<file path="src/rtl/keypad_pkg.sv">
package keypad_pkg;

    localparam int KP_DATA_W   = 8;
    localparam int KP_NUM_COLS = 4;
    localparam int KP_SEL_A    = 4;
    localparam int KP_SEL_B    = 5;

    typedef struct packed {
        logic row_b_on;
        logic row_a_on;
    } row_sel_t;

    localparam row_sel_t ROW_SEL_NONE = '{row_b_on: 1'b0, row_a_on: 1'b0};

    // Decode one write into row enables; a 0 data bit enables its row.
    function automatic row_sel_t decode_sel(input logic bit_a, input logic bit_b);
        row_sel_t s;
        s.row_a_on = ~bit_a;
        s.row_b_on = ~bit_b;
        return s;
    endfunction

    // One column: low when any enabled row has the button pressed.
    function automatic logic column_level(input row_sel_t s, input logic pa, input logic pb);
        return ~((s.row_a_on & pa) | (s.row_b_on & pb));
    endfunction

endpackage

</file>
<file path="src/rtl/keypad_sel_latch.sv">
module keypad_sel_latch
    import keypad_pkg::*;
#(
    parameter int DATA_W = KP_DATA_W,
    parameter int SEL_A  = KP_SEL_A,
    parameter int SEL_B  = KP_SEL_B
) (
    input  logic              clk,
    input  logic              rst,
    input  logic              wr_en,
    input  logic [DATA_W-1:0] wr_data,
    output row_sel_t          sel_q
);

    row_sel_t sel_d;

    always_comb begin
        sel_d = sel_q;
        if (wr_en) begin
            sel_d = decode_sel(wr_data[SEL_A], wr_data[SEL_B]);
        end
    end

    always_ff @(posedge clk) begin
        if (rst) begin
            sel_q <= ROW_SEL_NONE;
        end else begin
            sel_q <= sel_d;
        end
    end

endmodule

</file>
<file path="src/rtl/keypad_col_merge.sv">
module keypad_col_merge
    import keypad_pkg::*;
#(
    parameter int DATA_W   = KP_DATA_W,
    parameter int NUM_COLS = KP_NUM_COLS
) (
    input  row_sel_t            sel,
    input  logic [NUM_COLS-1:0] btn_a,
    input  logic [NUM_COLS-1:0] btn_b,
    output logic [DATA_W-1:0]   rd_data
);

    localparam int PAD_W = DATA_W - NUM_COLS;

    logic [NUM_COLS-1:0] col_n;

    for (genvar k = 0; k < NUM_COLS; k++) begin : g_col
        assign col_n[k] = column_level(sel, btn_a[k], btn_b[k]);
    end

    if (PAD_W > 0) begin : g_pad
        assign rd_data = {{PAD_W{1'b1}}, col_n};
    end else begin : g_nopad
        assign rd_data = col_n[DATA_W-1:0];
    end

endmodule

</file>
<file path="src/rtl/keypad_scan_port.sv">
module keypad_scan_port
    import keypad_pkg::*;
#(
    parameter int DATA_W   = KP_DATA_W,
    parameter int NUM_COLS = KP_NUM_COLS
) (
    input  logic                clk,
    input  logic                rst,
    input  logic                wr_en,
    input  logic [DATA_W-1:0]   wr_data,
    input  logic [NUM_COLS-1:0] btn_a,
    input  logic [NUM_COLS-1:0] btn_b,
    output logic [DATA_W-1:0]   rd_data
);

    row_sel_t   sel_q;
    logic [1:0] row_sel;

    assign row_sel = {sel_q.row_b_on, sel_q.row_a_on};

    keypad_sel_latch #(
        .DATA_W (DATA_W),
        .SEL_A  (KP_SEL_A),
        .SEL_B  (KP_SEL_B)
    ) u_latch (
        .clk     (clk),
        .rst     (rst),
        .wr_en   (wr_en),
        .wr_data (wr_data),
        .sel_q   (sel_q)
    );

    keypad_col_merge #(
        .DATA_W   (DATA_W),
        .NUM_COLS (NUM_COLS)
    ) u_merge (
        .sel     (sel_q),
        .btn_a   (btn_a),
        .btn_b   (btn_b),
        .rd_data (rd_data)
    );

endmodule

</file>
<file path="config.mk">
export PLATFORM = sky130hd
export DESIGN_NAME = keypad_scan_port
export DESIGN_NICKNAME = d
export VERILOG_FILES = /design/src/rtl/keypad_pkg.sv /design/src/rtl/keypad_sel_latch.sv /design/src/rtl/keypad_col_merge.sv /design/src/rtl/keypad_scan_port.sv
export SDC_FILE = /design/constraint.sdc
export NUM_CORES = 1
export LEC_CHECK = 0
export BUFFER_PORTS_ARGS = -buffer_cell sky130_fd_sc_hd__buf_4
export CORE_AREA = 2 2 39 41
export DETAILED_ROUTE_END_ITERATION = 6
export DIE_AREA = 0 0 41 43
export SKIP_CTS_REPAIR_TIMING = 1
export SLEW_MARGIN = 20
export SYNTH_ARGS = -nofsm -noshare
export SYNTH_HDL_FRONTEND = slang
export SYNTH_SLANG_ARGS = --single-unit
</file>
<file path="constraint.sdc">
create_clock -name clk -period 1.95 [get_ports clk]
set_input_delay 0 -clock clk [delete_from_list [all_inputs] [get_ports clk]]
set_output_delay 0 -clock clk [all_outputs]
set_load 0.05 [all_outputs]
</file>
==> results_dict.tcl <==
set metrics [dict create \
    worstSetupEndpoint "u_latch.sel_q[1]" \
    syn_area_per_cell_um2 8.76 \
    fillers 155 \
    die_x_um 41 \
    dpl.cell_count 46 \
    die_h_um 43 \
    cp-end-kind "flip-flop" \
    min_period_ps 1280 \
    fin_util_pct 22.8 \
    reg.largest.list "u_latch.sel_q (2)" \
    grt_start_max_net_pins 6 \
    clkTransAtPathRegs_ps 30 \
    slowest_stage "dlygate4sd3_1" \
    multi_input_area_um2 72.6 \
    synth_cell_types 7 \
    drv_cap 0 \
    finalSetupTns_ps 0 \
    cpLargestDelayFamily "buffers and inverters" \
    p_leak_uw 0.000152 \
    drt_iter0_drc 1 \
    via_per_inst 3.68 \
    crit_chain "nor2_1 > a211oi_2 > dlygate4sd3_1" \
    place.gp.congestion 0.527 \
    syn-cell-area_um2 131 \
    hold_violations 0 \
    crit_start "u_latch.sel_q[1]" \
    grt_pass1_vias 161 \
    grt_pass1_wl_um 579 \
    diodes 0 \
    arrival_ps 1440 \
    worstHoldPathType "input pin to primary output" \
    slew_violations 0 \
    regToRegSetupSlack_ps 670 \
    largest_register_ffs 2 \
    drive_gt1_share_pct 54.1 \
    status "complete, no violations" \
    fin_nets 58 \
    route.detailed.wl_per_inst_um 8.40 \
    cp.depth 3 \
    reg2reg_to "u_latch.sel_q[1]" \
    rows 14 \
    syn-instance-count 15 \
    cp_max_fo 5 \
    cpPeakStageDelay_ps 560 \
    tritoncts "done" \
    cts-root-buf "clkbuf_4" \
    seqCellArea_um2 40.0 \
    hold-worst-slack_ps 311 \
    required_ps 2110 \
    wl_um 445 \
    power_per_cell_area_mw_per_mm2 717 \
    clk_latency_ps 220 \
    synth_warnings 0 \
    crit_buf_inv 1 \
    dr.pass1.iters 3 \
    start_kind "flip-flop" \
    finalWorstSetupSlack_ps 671 \
    grt_overflow 0 \
    rsz0062_at_grt "no" \
    synth_seq_cells 2 \
    hpwlAfterDp_um 322 \
    drc 0 \
    pre_cts_ws_ps 1200 \
    num_vias 195 \
    core-area_mm2 0.00138 \
    grt_use_total_pct 5.51 \
    cts_max_level 1 \
    cts.sinks 2 \
    finalCritPeriodShare_pct 65.6 \
    min_from "btn_b[1]" \
    cts-buffers-inserted 3 \
    antenna_found_initial 0 \
    finClkSkew_ps 0 \
    die_area_mm2 0.00176 \
    area_delta_synth_final_pct 140 \
    ant_nets 0 \
    r2r_start "u_latch.sel_q[1]" \
    io_buffers 16 \
    vdd_drop_max_mv 0.266 \
    path_class "flip-flop to flip-flop" \
    io_pins 27 \
    final_cells 53 \
    yosysSeqAreaShare_pct 30.5 \
    rr_worst_depth 3 \
    clock_path_buffers 2 \
    top_register "u_latch.sel_q" \
    setup_violations 0 \
    start_util_pct 9.49 \
    max_freq_ghz 0.782 \
]
layer usage:
metal | vias up | track usage, % | part of all wire [%] | routed length [µm]
met2 | 18 | 7.19 | 42 | 186
met4 | 0 | 6.00 | 0 | 0
li1 | 93 | - | - | -
met5 | - | 0 | 0 | 0
met3 | 0 | 5.24 | 22 | 99
met1 | 84 | 4.14 | 36 | 159
cells in the mapped netlist (all sizes together):
library cell	instances	area share [%]
a22oi	4	23
buf	4	23
a211oi	2	15
dfxtp	2	30
nor2	2	5.7
conb	1	2.9
metrics by stage:
step / power, µW / area [µm²]
after floorplan: 103 / 143
after global placement: 128 / 253
after detailed placement: 128 / 253
after CTS: 225 / 275
after global routing: 243 / 315
final: 226 / 315
area by class of cell:
| cell class | instances | share of cell area, % |
|---|---|---|
| timing repair buffer | 20 | 50.8 |
| multi-input combinational | 12 | 23.0 |
| sequential | 2 | 12.7 |
| clock buffer | 3 | 7.14 |
| tap | 16 | 6.35 |
logic make-up after synthesis:
kind of cell	synth area share [%]
other	2.85
buffers and inverters	22.9
flip-flops	30.5
AO/OA/AOI/OAI	38.1
AND/OR/NAND/NOR	5.72
worst min-delay path by stage:
stage	depth (start not counted)	endpoint	slack, ps
floorplan	1	u_latch.sel_q[1]	60
global route	3	rd_data[1]	330
detailed placement	2	u_latch.sel_q[1]	170
global placement	2	u_latch.sel_q[1]	170
finish	3	rd_data[1]	310
CTS	2	u_latch.sel_q[1]	-70
where the power goes:
part	switching (µW)	total (µW)	internal (µW)	leakage (µW)
registers	3.95	48.1	44.2	0.0000166
logic	52.4	86.9	34.5	0.000121
clock network	23.1	91.0	67.9	0.0000138
total	79.5	226	146	0.000152
worst min-delay path, stage by stage:
cell and delay, ps:
buf_4 80, a22oi_1 50, buf_4 190
placed cells by master, fill, tap and decap left out:
master,netlist,layout
nor2_1,2,2
clkbuf_4,0,3
buf_4,4,16
a211oi_1,1,1
dlygate4sd3_1,0,4
conb_1,1,4
a22oi_1,4,4
dfxtp_1,2,2
a211oi_2,1,1
(Power assumes the default switching activity.)
